`config.mk`:
```
export PLATFORM = sky130hd
export DESIGN_NAME = cfg_serial_loader
export DESIGN_NICKNAME = d
export VERILOG_FILES = /design/src/rtl/cfg_loader_pkg.sv /design/src/rtl/cfg_shift_collector.sv /design/src/rtl/cfg_reg_bank.sv /design/src/rtl/cfg_serial_loader.sv
export SDC_FILE = /design/constraint.sdc
export NUM_CORES = 1
export LEC_CHECK = 0
export ABC_CLOCK_PERIOD_IN_PS = 3400
export BUFFER_PORTS_ARGS = -buffer_cell sky130_fd_sc_hd__buf_2
export CAP_MARGIN = 20
export CORE_ASPECT_RATIO = 1.4
export CORE_MARGIN = 3
export CORE_UTILIZATION = 44
export DETAILED_ROUTE_END_ITERATION = 6
export PLACE_DENSITY = 0.66
export SETUP_SLACK_MARGIN = 0.1
export SLEW_MARGIN = 15
export SYNTH_ARGS = -nofsm -noshare
export SYNTH_HDL_FRONTEND = slang
export SYNTH_SLANG_ARGS = --single-unit
```
`constraint.sdc`:
```
create_clock -name clk -period 3.4 [get_ports clk]
set_input_delay 0.17 -clock clk [delete_from_list [all_inputs] [get_ports clk]]
set_output_delay 0.17 -clock clk [all_outputs]
set_load 0.05 [all_outputs]
```
`src/rtl/cfg_loader_pkg.sv`:
```
// Package: default geometry shared by the serial loader modules.
// Assumes: the register count is a power of two.
package cfg_loader_pkg;
    localparam int unsigned CFG_VAL_W     = 5;
    localparam int unsigned CFG_NUM_REGS  = 4;
    localparam int unsigned CFG_ADDR_W    = 15;
    localparam int unsigned CFG_DATA_W    = 8;
    localparam int unsigned CFG_ABORT_BIT = 7;

    // Action the collector takes on an accepted write.
    typedef enum logic [1:0] {
        ACT_IDLE   = 2'd0,
        ACT_ABORT  = 2'd1,
        ACT_SHIFT  = 2'd2,
        ACT_COMMIT = 2'd3
    } collect_act_e;
endpackage

```
`src/rtl/cfg_shift_collector.sv`:
```
// Module: builds a value from bit 0 of successive writes, least significant
// bit first. A write with the abort bit set, or a write to a different
// target than the last one, empties the partial value.
// Assumes: wr_sel is only meaningful while wr_en is high.
module cfg_shift_collector
    import cfg_loader_pkg::*;
#(
    parameter int unsigned VAL_W     = CFG_VAL_W,
    parameter int unsigned SEL_W     = 2,
    parameter int unsigned DATA_W    = CFG_DATA_W,
    parameter int unsigned ABORT_BIT = CFG_ABORT_BIT
) (
    input  logic              clk,
    input  logic              rst_n,
    input  logic              wr_en,
    input  logic [SEL_W-1:0]  wr_sel,
    input  logic [DATA_W-1:0] wr_data,
    output logic              commit_en,
    output logic [SEL_W-1:0]  commit_sel,
    output logic [VAL_W-1:0]  commit_val
);
    localparam int unsigned CNT_W = (VAL_W > 1) ? $clog2(VAL_W) : 1;
    localparam logic [CNT_W-1:0] LAST_CNT = CNT_W'(VAL_W - 1);

    logic [CNT_W-1:0] cnt_q;
    logic [VAL_W-1:0] part_q;
    logic [SEL_W-1:0] last_sel_q;

    logic             restart;
    logic [CNT_W-1:0] base_cnt;
    logic [VAL_W-1:0] base_part;
    logic [VAL_W-1:0] next_part;
    collect_act_e     act;
    logic             unused_data;

    assign unused_data = ^wr_data;

    // Pick the starting point for this write and classify the action.
    always_comb begin
        restart   = (wr_sel != last_sel_q);
        base_cnt  = restart ? '0 : cnt_q;
        base_part = restart ? '0 : part_q;
        next_part = base_part | (VAL_W'(wr_data[0]) << base_cnt);
        if (!wr_en)
            act = ACT_IDLE;
        else if (wr_data[ABORT_BIT])
            act = ACT_ABORT;
        else if (base_cnt == LAST_CNT)
            act = ACT_COMMIT;
        else
            act = ACT_SHIFT;
    end

    assign commit_en  = (act == ACT_COMMIT);
    assign commit_sel = wr_sel;
    assign commit_val = next_part;

    // Track the bit count, the partial value and the last target.
    always_ff @(posedge clk) begin
        if (!rst_n) begin
            cnt_q      <= '0;
            part_q     <= '0;
            last_sel_q <= '0;
        end else begin
            if (wr_en)
                last_sel_q <= wr_sel;
            case (act)
                ACT_SHIFT: begin
                    cnt_q  <= base_cnt + CNT_W'(1);
                    part_q <= next_part;
                end
                ACT_ABORT, ACT_COMMIT: begin
                    cnt_q  <= '0;
                    part_q <= '0;
                end
                default: ;
            endcase
        end
    end

    // the count never passes the last bit position.
    p_count_bound_r2: assert property (@(posedge clk) disable iff (!rst_n)
        cnt_q <= LAST_CNT);

    // an abort write leaves the collector empty.
    p_abort_clears_r6: assert property (@(posedge clk) disable iff (!rst_n)
        (wr_en && wr_data[ABORT_BIT]) |=> (cnt_q == '0 && part_q == '0));

    // a change of target makes the write the first bit of a new value.
    p_switch_restart_r7: assert property (@(posedge clk) disable iff (!rst_n)
        (wr_en && !wr_data[ABORT_BIT] && (wr_sel != last_sel_q) && (VAL_W > 1))
        |=> (cnt_q == CNT_W'(1)));

    // idle cycles keep the partial state.
    p_idle_hold_r9: assert property (@(posedge clk) disable iff (!rst_n)
        !wr_en |=> ($stable(cnt_q) && $stable(part_q)));
endmodule

```
`src/rtl/cfg_reg_bank.sv`:
```
// Module: holds the configuration registers. Register 0 resets to the
// control value and the others to zero. A register loads only when a
// commit names it.
// Assumes: NUM_REGS equals 2**SEL_W.
module cfg_reg_bank #(
    parameter int unsigned VAL_W     = 5,
    parameter int unsigned NUM_REGS  = 4,
    parameter int unsigned SEL_W     = 2,
    parameter logic [VAL_W-1:0] CTRL_INIT = 5'h0C
) (
    input  logic                      clk,
    input  logic                      rst_n,
    input  logic                      commit_en,
    input  logic [SEL_W-1:0]          commit_sel,
    input  logic [VAL_W-1:0]          commit_val,
    output logic [NUM_REGS*VAL_W-1:0] cfg_vals
);
    logic [VAL_W-1:0] regs_q [NUM_REGS];

    for (genvar g = 0; g < NUM_REGS; g++) begin : g_reg
        localparam logic [VAL_W-1:0] INIT_V = (g == 0) ? CTRL_INIT : '0;

        // Load this register when a commit targets its index.
        always_ff @(posedge clk) begin
            if (!rst_n)
                regs_q[g] <= INIT_V;
            else if (commit_en && (commit_sel == SEL_W'(g)))
                regs_q[g] <= commit_val;
        end

        assign cfg_vals[g*VAL_W +: VAL_W] = regs_q[g];

        // a register not named by a commit holds its value.
        p_hold_unselected_r4: assert property (@(posedge clk) disable iff (!rst_n)
            !(commit_en && (commit_sel == SEL_W'(g))) |=> $stable(regs_q[g]));
    end
endmodule

```
`src/rtl/cfg_serial_loader.sv`:
```
// Module: top of the serial configuration loader. It slices the target
// selector from the top address bits, feeds the collector, stores finished
// values in the register bank and registers the commit pulse with its index.
// Assumes: each write lasts exactly one clock with wr_en high.
module cfg_serial_loader
    import cfg_loader_pkg::*;
#(
    parameter int unsigned VAL_W     = CFG_VAL_W,
    parameter int unsigned NUM_REGS  = CFG_NUM_REGS,
    parameter int unsigned ADDR_W    = CFG_ADDR_W,
    parameter int unsigned DATA_W    = CFG_DATA_W,
    parameter int unsigned ABORT_BIT = CFG_ABORT_BIT,
    parameter logic [VAL_W-1:0] CTRL_INIT = 5'h0C,
    localparam int unsigned SEL_W    = $clog2(NUM_REGS)
) (
    input  logic                      clk,
    input  logic                      rst_n,
    input  logic                      wr_en,
    input  logic [ADDR_W-1:0]         wr_addr,
    input  logic [DATA_W-1:0]         wr_data,
    output logic [NUM_REGS*VAL_W-1:0] cfg_vals,
    output logic                      commit_pulse,
    output logic [SEL_W-1:0]          commit_idx
);
    logic [SEL_W-1:0] wr_sel;
    logic             col_commit;
    logic [SEL_W-1:0] col_sel;
    logic [VAL_W-1:0] col_val;
    logic             unused_addr;

    assign wr_sel      = wr_addr[ADDR_W-1 -: SEL_W];
    assign unused_addr = ^wr_addr;

    cfg_shift_collector #(
        .VAL_W     (VAL_W),
        .SEL_W     (SEL_W),
        .DATA_W    (DATA_W),
        .ABORT_BIT (ABORT_BIT)
    ) u_collect (
        .clk        (clk),
        .rst_n      (rst_n),
        .wr_en      (wr_en),
        .wr_sel     (wr_sel),
        .wr_data    (wr_data),
        .commit_en  (col_commit),
        .commit_sel (col_sel),
        .commit_val (col_val)
    );

    cfg_reg_bank #(
        .VAL_W     (VAL_W),
        .NUM_REGS  (NUM_REGS),
        .SEL_W     (SEL_W),
        .CTRL_INIT (CTRL_INIT)
    ) u_bank (
        .clk        (clk),
        .rst_n      (rst_n),
        .commit_en  (col_commit),
        .commit_sel (col_sel),
        .commit_val (col_val),
        .cfg_vals   (cfg_vals)
    );

    // Register the commit notice so it lines up with the new register value.
    always_ff @(posedge clk) begin
        if (!rst_n) begin
            commit_pulse <= 1'b0;
            commit_idx   <= '0;
        end else begin
            commit_pulse <= col_commit;
            if (col_commit)
                commit_idx <= col_sel;
        end
    end

    // the pulse never lasts two clocks.
    p_pulse_single_r5: assert property (@(posedge clk) disable iff (!rst_n)
        commit_pulse |=> !commit_pulse);

    // no write, no commit.
    p_idle_quiet_r9: assert property (@(posedge clk) disable iff (!rst_n)
        !wr_en |=> !commit_pulse);

    // an abort write never commits.
    p_abort_no_commit_r6: assert property (@(posedge clk) disable iff (!rst_n)
        (wr_en && wr_data[ABORT_BIT]) |=> !commit_pulse);
endmodule

```
# --- Yosys cells after proc, flatten, opt, wreduce, memory -nomap -nowiden ---
# Memory sizes are Yosys's and may differ from the RTL's.
# Index checks and enable logic that the tools add are counted.
word_totals:
  ff_bits: 13
  output_inout_bits: 23
  ramBits: 20
  elab_cells: 52
  input_bits: 26
  n_memories: 1
memory_table:
  columns: ["name", "depth", "width", "read_ports", "rd_clocked_by_memory_dff", "write_ports", "line", "rtl"]
  rows:
  - ["u_bank.regs_q", 4, 5, 4, 0, 4, "cfg_reg_bank.sv:18", "logic [VAL_W-1:0] regs_q [NUM_REGS];"]
op_classes:
  bitwise_logic: 5
  reduce_logical: 7
  eq_ne: 8
  add_sub_neg: 1
  muxes: 24
  shift: 1
ops:
  columns: ["operator", "n"]
  rows:
  - ["5-bit two-way mux", 5]
  - ["1-bit two-way mux", 14]
  - ["5-bit one-hot mux with 2 select lines", 1]
  - ["2-bit == test (second input constant)", 4]
  - ["3-bit one-hot mux with 2 select lines", 1]
  - ["5-bit bitwise OR", 1]
  - ["1-bit by 3-bit left shift with 5-bit output", 1]
  - ["2-bit by 1-bit == test with 1-bit output (second input constant)", 2]
  - ["1-bit logical AND", 4]
  - ["2-bit two-way mux", 2]
  - ["1-bit bitwise OR", 4]
  - ["3-bit by 1-bit adder with 3-bit output (second input constant)", 1]
  - ["3-bit == test (second input constant)", 1]
  - ["3-bit two-way mux", 1]
  - ["2-bit zero test", 1]
  - ["2-bit != test", 1]
  - ["2-bit nonzero test", 1]
  - ["2-bit OR reduction", 1]

# --- Depth between registers and ports, before layout ---
# Gate-level depths: netlist of run 1.
logic_depth:
  ltp_word: 12
  ltp_mapped: 10
  depth_no_buf: 9

# --- By module ---
# From an unflattened synthesis of run 1, not the netlist that was laid out.
unflattened:
  hier_cells: 131
  area_unflattened_um2: 1481.4
modules_own_cells:
  columns: ["mod", "cells_each", "seq_area_each_um2", "instances", "area_each_um2"]
  rows:
  - ["cfg_reg_bank", 51, 600.6, 1, 800.8]
  - ["cfg_shift_collector", 72, 200.2, 1, 580.6]
  - ["cfg_serial_loader", 8, 60.1, 1, 100.1]

# --- Worst setup path after synthesis of run 1 ---
# OpenSTA, ideal clock, no wires.
synth_path:
  path_type: "reg-to-reg"
  from: "register u_collect.last_sel_q[1]"
  to: "memory u_bank.regs_q[1][0] (enable)"
  arrival_ns: 2.007
  setup_slack_ns: 1.020
  t_required_ns: 3.026
  period_less_slack_ns: 2.380
  path_buffers: 0
  path_stages_with_launch: 9
  setup_ns: 0.374
  path_cell_list: "dfxtp_1 -> xor2_2 -> nor2_2 -> nand2_1 -> ha_1 -> nand2_1 -> nor4_4 -> nand2_1 -> o21ai_0"
synth_rtl:
  columns: ["element", "line", "rtl"]
  rows:
  - ["start: declaration", "cfg_shift_collector.sv:27", "logic [SEL_W-1:0] last_sel_q;"]
  - ["start signal: assignment", "cfg_shift_collector.sv:66", "last_sel_q <= wr_sel;"]
  - ["end: declaration", "cfg_reg_bank.sv:18", null]

==> impl_results.md, run 1 <==
- Die Span Y: 76.29 um
- Vias in the first global route: 1085
- Routed WL: ~3000 um
- Setup TNS Final: 0 ns
- Core footprint: about 3200 um2
- First-pass GRT wire length: a little over 5000 um
- Pwr dens: 447.9 nW/um2
- Post-CTS Resized: 0
- RSZ-0062 raised after global routing: false
- Final setup vio count: 0
- Clock skew after layout: 0.006464 ns
- DR DRC count: 0
- CTS Hold Buffers Added: 0
- Post-synth top cells: nor2_1 (21), edfxtp_1 (20), dfxtp_1 (13)
- TritonCTS clock tree: built
- Deepest clock path buffer count: 2
- Netlist cell types: 35
- Die footprint: around 4300 um2
- Routed Antenna Nets: 0
- Worst slew margin: a little under half
- Multi-input logic area: roughly 640 um2
- Register area: 860.8 um2
- Sw frac: 25.93%
- Grt ovf: 0
- Sw power: between 0.2 and 0.25 mW
- LEAKAGE: 0.6887 nW
- Layout cells sized above 1: between 20% and 30%
- Post-route setup slack: just over 0.6 ns
- GRT Util Overall: 15.57%
- Combinational power share: between 10% and 20%
- Clock root buffer: clkbuf_8
- Async SR Flop Fraction: 0%
- Top cell type's share of synthesized area: 38.68%
- Die X: between 50 and 60 um
- Synth Instances: roughly 140
- Initial drt markers: 25
- Synthesized area per cell: roughly 11 um2
- CTS sink cnt: 33
- Vias post-DR: about 1100
- Starting Density: 47.88%
- Hold Vio Cnt, Final: 0
- Fill cell count: around 310
- Required time worst endpoint: 3.32 ns
- Count leader, synth: nor2_1
- Via density per instance: 5.317
- Layout Nets: 196
- Predominant post-synthesis flop cell: edfxtp_1
- Int Power: ~0.60 mW
- Wire per inst: 14.46 um
- Buffers on Ports: 29
- Number of max-cap violations: 0
- Synthesized net count: around 170
- Yosys Warn Count: 0
- Worst-skew pair later-pin latency: 0.28 ns
- Largest area contributor in the netlist: edfxtp_1
- Drt pass-1 iters: 4
- Hold slack: about 0.27 ns
- I/O Pins: 49
- Fin crit period: between 2 and 3 ns
- DP Worst Slack: between 0.6 and 0.7 ns
- Yosys reg bits: 33
- Initial antenna violation count: 0
- Setup Fix Bufs, Post-CTS: 0
- Maximum vdd ir drop: about 290 uV
- FMAX: 0.3595 GHz
- Synth Cell Area: roughly 1600 um2
- Largest net degree at the start of global routing: 21
- Antenna Cells: 0
- Worst-path clk slew: 0.07 ns
- Clock share of power: around 34%
- Tot Pwr: approximately 0.81 mW
- Rows: 24
- Dpl hpwl: around 2200 um
- Flop pwr share: 54.4%
- Hold Crit Class: primary input to flop
- Crit start category: flop
- Number of max-slew violations in the final report: 0
- H-tree depth reported by CTS: 2
- Critical Path End Type: flop
- Worst Tran Pin Value: between 0.8 and 0.9 ns
- Leading post-synthesis cells by cell area: edfxtp_1 (39%), dfxtp_1 (17%), nor2_1 (5.1%)
- Placer Congestion: 0.8035
- Crit path kind: flop to flop
- Top fanout value on the critical path: 5
- Num CTS Buffers: 5
- EDFF count, synth: 20
- Synth-to-Final Area Change: 15.96%
- Worst Path Arrival: between 2 and 3 ns
- Register area share after synthesis: 55.44%
- Final period utilization: roughly 82%
- Status: complete, no violations
[kinds of logic after synthesis]
logic type      count (synthesis)  synth area share [%]
fa+ha+maj                       2                 1.611
mux                             3                 1.934
simple gates                   59                 21.92
buf+inv                        13                 3.546
flops                          33                 55.44
compound gates                 24                 11.36
xor+xnor                        4                 4.190
[placed cells by master (no fill, tap or decap), drive strengths merged, types with 2 or more instances in the layout]
cell    synthesis  final
dfxtp          13     13
nand2b          4      4
xor2            2      2
nor2           22     22
and2            6      6
clkinv          0      2
nand4           3      3
buf             3     29
a31oi           3      3
o211ai          4      4
nand4b          2      2
nor2b           7      7
clkbuf          3      6
inv             7      7
edfxtp         20     20
nand2           7      7
nor4bb          3      3
ha              2      2
o22ai           4      4
xnor2           2      2
nand3b          2      2
a21oi           2      2
o31ai           3      3
mux2i           3      3
o21ai           4      4
[sequential cells by signal (all words and copies together), names as in the netlist]
name                  count
u_collect.last_sel_q      2
commit_pulse              1
u_collect.cnt_q           3
u_bank.regs_q            20
u_collect.part_q          5
commit_idx                2
[path summary, 6_finish.rpt]
kind                                                            from                                end  slack, ns  cells after the start
worst max-delay path            u_collect.last_sel_q[1]$_SDFFE_PN0P_  u_bank.regs_q[1][2]$_SDFFCE_PN0P_       0.62                      8
worst min-delay path                                      wr_data[0]   u_collect.part_q[0]$_SDFFE_PN0P_       0.27                      3
worst max register to register  u_collect.last_sel_q[1]$_SDFFE_PN0P_  u_bank.regs_q[1][2]$_SDFFCE_PN0P_       0.62                      8
worst min register to register            commit_idx[0]$_SDFFE_PN0P_         commit_idx[0]$_SDFFE_PN0P_       0.47                      2
[cell type report]
type / instances / share of cell area [%]
Clock buffer: 6 / 4.031
Clock inverter: 2 / 0.5559
Inverter: 7 / 1.459
Timing Repair Buffer: 29 / 8.061
Tap cell: 39 / 2.710
Sequential cell: 33 / 47.81
Multi-Input combinational cell: 92 / 35.37
[critical path, cell delays in order, from the launching register on]
cell     delay (ns)
dfxtp_1        0.44
xor2_2         0.33
nor2_2         0.15
nand2_1        0.13
ha_1           0.19
nand2_1        0.14
nor4_4         0.30
nand2_1        0.13
o21ai_0        0.59
[stage by stage]
step                      std cells  util (%)  instance area [um2]
after floorplan                 138         -                 1553
after global placement          200     52.97                 1718
after detailed placement        200     52.97                 1718
after CTS                       208     55.52                 1800
after global routing            208     55.52                 1800
final                           208     55.52                 1800
[power by group through the flow]
stage,Clock (mW),Sequential (mW),Combinational (mW)
5_1_grt,0.306,0.439,0.0972
3_5_place_dp,0,0.447,0.0911
6_report,0.277,0.439,0.0908
3_3_place_gp,0,0.447,0.0899
4_1_cts,0.286,0.439,0.0914
2_1_floorplan,0,0.474,0.0434
[per-layer routing]
metal | part of all wire [%] | track usage (%) | up-vias | wire length (um)
met5 | 0 | 0 | - | 0
met4 | 1.2 | 5.701 | 0 | 36
met3 | 6.3 | 6.441 | 5 | 190
met2 | 53 | 26.70 | 30 | 1586
met1 | 40 | 16.92 | 519 | 1194
li1 | - | - | 552 | -
Note: power is estimated with default switching activity, not from simulation.
==> run 2: changes to the inputs <==
Settings changed: ABC_AREA set to 1, ABC_CLOCK_PERIOD_IN_PS 3400 to 2500, PLACE_DENSITY 0.66 to 0.7.
Clock period 3.4 ns to 2.5 ns, I/O delays scaled along.
==> impl_results.md, run 2 <==
- Largest area contributor in the netlist: edfxtp_1
- GRT busiest layer: met2
- Worst slew margin: 78.46% (+33 points)
- GR Util met3: 4.950% (-1.5 points)
- Wire per inst: 11.97 um (-17%)
- Die X: 55.17 um (-1.9%)
- Predominant post-synthesis flop cell: edfxtp_1
- Number of max-slew violations in the final report: 0 (unchanged)
- Fin crit period: 1.873 ns (-0.9081 ns)
- Dpl hpwl: 2177 um (-2.7%)
- Design area: 1783 um2 (-0.97%)
- Post-CTS Resized: 0 (unchanged)
- Top cell type's share of synthesized area: 40.34% (+1.7 points)
- DR DRC count: 0 (unchanged)
- Worst-path clk slew: 0.06 ns (about the same)
- FMAX: 0.5338 GHz (+48%)
- Setup Fix Bufs, Post-CTS: 0 (unchanged)
- Via density per instance: 4.897 (-7.9%)
- Yosys reg bits: 33 (unchanged)
- LEAKAGE: 0.7393 nW (+7.3%)
- FF-to-FF setup slack: 0.63 ns (about the same)
- Crit path kind: flop to flop
- Routed WL: 2776 um (-7.7%)
- Biggest regs: u_bank.regs_q: 20 flops, u_collect.part_q: 5 flops, u_collect.cnt_q: 3 flops
- Worst-skew pair later-pin latency: 0.28 ns (about the same)
- Hold Crit Class: primary input to flop
- Register area share after synthesis: 57.82% (+2.4 points)
- Max FFs per register: 20 (unchanged)
- Post-placement cell count: 224 (+12%)
- Async SR Flop Fraction: 0% (unchanged)
- Clock skew after layout: 0.005717 ns (-0.0007472 ns)
- Critical Path End Type: flop
- H-tree depth reported by CTS: 2 (unchanged)
- Layout cells sized above 1: 27.98% (+1.4 points)
- Vias post-DR: 1136 (+2.7%)
- Netlist cell types: 23 (-34%)
- Met1 Use GR: 17.16% (+0.24 points)
- Hold EP: u_collect.last_sel_q[1]$_SDFFE_PN0P_
- Core footprint: 3183 um2 (-1.9%)
- Hold Vio Cnt, Final: 0 (unchanged)
- Grt ovf: 0 (unchanged)
- Number of max-cap violations: 0 (unchanged)
- Placer Congestion: 0.8559 (+6.5%)
- GRT met2 Usage: 28.68% (+2.0 points)
- RR Startpoint: u_collect.last_sel_q[1]$_SDFFE_PN0P_
- Num CTS Buffers: 5 (unchanged)
- Die Span Y: 74.83 um (-1.9%)
- Synth Cell Area: 1489 um2 (-4.1%)
- Count leader, synth: nand2_1
- Post-synth top cells: nand2_1 (33), nor2_1 (26), edfxtp_1 (20), inv_1 (16), dfxtp_1 (13)
- Largest net degree at the start of global routing: 14 (-33%)
- Synthesized area per cell: 9.606 um2 (-15%)
- Clock root buffer: clkbuf_8
- Placed cell area: 1700 um2 (-1.0%)
- TritonCTS clock tree: built
- Deepest clock path buffer count: 2 (unchanged)
- Fill cell count: 321 (+2.2%)
- CTS Hold Buffers Added: 0 (unchanged)
- Post-layout util: 56.01% (+0.50 points)
- Most flops, register: u_bank.regs_q
- RSZ-0062 raised after global routing: false
- Reg-to-Reg End: u_bank.regs_q[2][1]$_SDFFCE_PN0P_
- CTS sink cnt: 33 (unchanged)
- Vias in the first global route: 1116 (+2.9%)
- WHS Path Cells: 2 (-1)
- Buffers on Ports: 29 (unchanged)
- Maximum vdd ir drop: 432.8 uV (+50%)
- Most frequent cells in the layout: nand2_1 (33), buf_2 (29), nor2_1 (26), edfxtp_1 (20), inv_1 (16)
- Final setup vio count: 0 (unchanged)
- Pwr dens: 604.7 nW/um2 (+35%)
- Tot Pwr: 1.078 mW (+34%)
- Final period utilization: 74.93% (-6.9 points)
- Worst Path Arrival: 1.87 ns (-0.83 ns)
- Initial drt markers: 29 (+16%)
- Synth Instances: 155 (+12%)
- I/O Pins: 49 (unchanged)
- GRT Util Overall: 16.00% (+0.43 points)
- Commonest non-fill, non-tap cell in the layout: nand2_1
- Rows: 24 (unchanged)
- Required time worst endpoint: 2.50 ns (-0.82 ns)
- Layout Nets: 220 (+12%)
- Starting Density: 46.78% (-1.1 points)
- HP Start: wr_en
- Synth-to-Final Area Change: 19.75%
- Worst Tran Pin Value: 0.3227 ns (-0.4904 ns)
- Initial antenna violation count: 0 (unchanged)
- Synthesized net count: 183 (+10%)
- First-pass GRT wire length: 4761 um (-6.8%)
- Layout Cells excl Fill: 232 (+12%)
- Antenna Cells: 0 (unchanged)
- R2r worst-path depth: 10 (+2)
- Leading post-synthesis cells by cell area: edfxtp_1 (40%), dfxtp_1 (17%), nand2_1 (8.3%)
- Setup TNS Final: 0 ns (unchanged)
- Die footprint: 4128 um2 (-3.7%)
- Top fanout value on the critical path: 7 (+2)
- Status: complete, no violations
- Routed Antenna Nets: 0 (unchanged)
- Drt pass-1 iters: 4 (unchanged)
- Yosys Warn Count: 0 (unchanged)
- EDFF count, synth: 20 (unchanged)
- Crit start category: flop
[run 2: logic make-up after synthesis]
kind of cell / share of synthesized area, %
AOI/OAI and AO/OA: 6.891
xor gates and xnor gates: 2.437
adders and majority gates: 1.680
buffers and inverters: 6.219
DFF: 57.82
and+or+nand+nor: 24.96
[run 2: stage by stage]
stage                     setup WS, ns  hold slack, ns
after CTS                       0.6156         0.08322
after detailed placement        0.5761          0.3820
final                           0.6268         0.09069
after floorplan                 0.5815          0.2158
after global placement          0.6062          0.3763
after global routing            0.4545          0.1096
[run 2: layout make-up]
class,instances,area [um2],share of cell area (%)
Clock buffer,6,72.57,4.070
Clock inverter,2,10.01,0.5614
Inverter,20,80.08,4.491
Multi-Input combinational cell,99,535.5,30.04
Sequential cell,33,860.8,48.28
Tap cell,39,48.80,2.737
Timing Repair Buffer,33,175.2,9.825
[run 2: power breakdown]
part,internal (mW),switching (mW)
Sequential,0.589,0.00533
Clock,0.192,0.178
Combinational,0.0268,0.0868
Total,0.808,0.270
[run 2: worst max path at each step]
stage                                                     from                                end  cells after the start
after global routing      u_collect.last_sel_q[1]$_SDFFE_PN0P_  u_bank.regs_q[1][3]$_SDFFCE_PN0P_                     10
final                     u_collect.last_sel_q[1]$_SDFFE_PN0P_  u_bank.regs_q[2][1]$_SDFFCE_PN0P_                     10
after floorplan           u_collect.last_sel_q[0]$_SDFFE_PN0P_  u_bank.regs_q[2][0]$_SDFFCE_PN0P_                      7
after global placement                             wr_addr[14]  u_bank.regs_q[2][0]$_SDFFCE_PN0P_                     11
after CTS                 u_collect.last_sel_q[1]$_SDFFE_PN0P_  u_bank.regs_q[2][1]$_SDFFCE_PN0P_                     10
after detailed placement                           wr_addr[14]  u_bank.regs_q[2][1]$_SDFFCE_PN0P_                     11
[run 2: worst max-delay path, cell delays in order (launching register included)]
cell and delay, ns:
dfxtp_1 0.35, inv_1 0.04, nand2_1 0.06, nand2_2 0.11
nand3_2 0.16, ha_1 0.24, nand3_4 0.13, inv_6 0.12
nand2_2 0.06, o21ai_0 0.15, buf_4 0.17
[run 2: metal layers]
metal	routed length, um	vias to the layer above
met5	0	-
met4	38	0
met3	188	6
met2	1546	32
met1	1002	516
li1	-	582
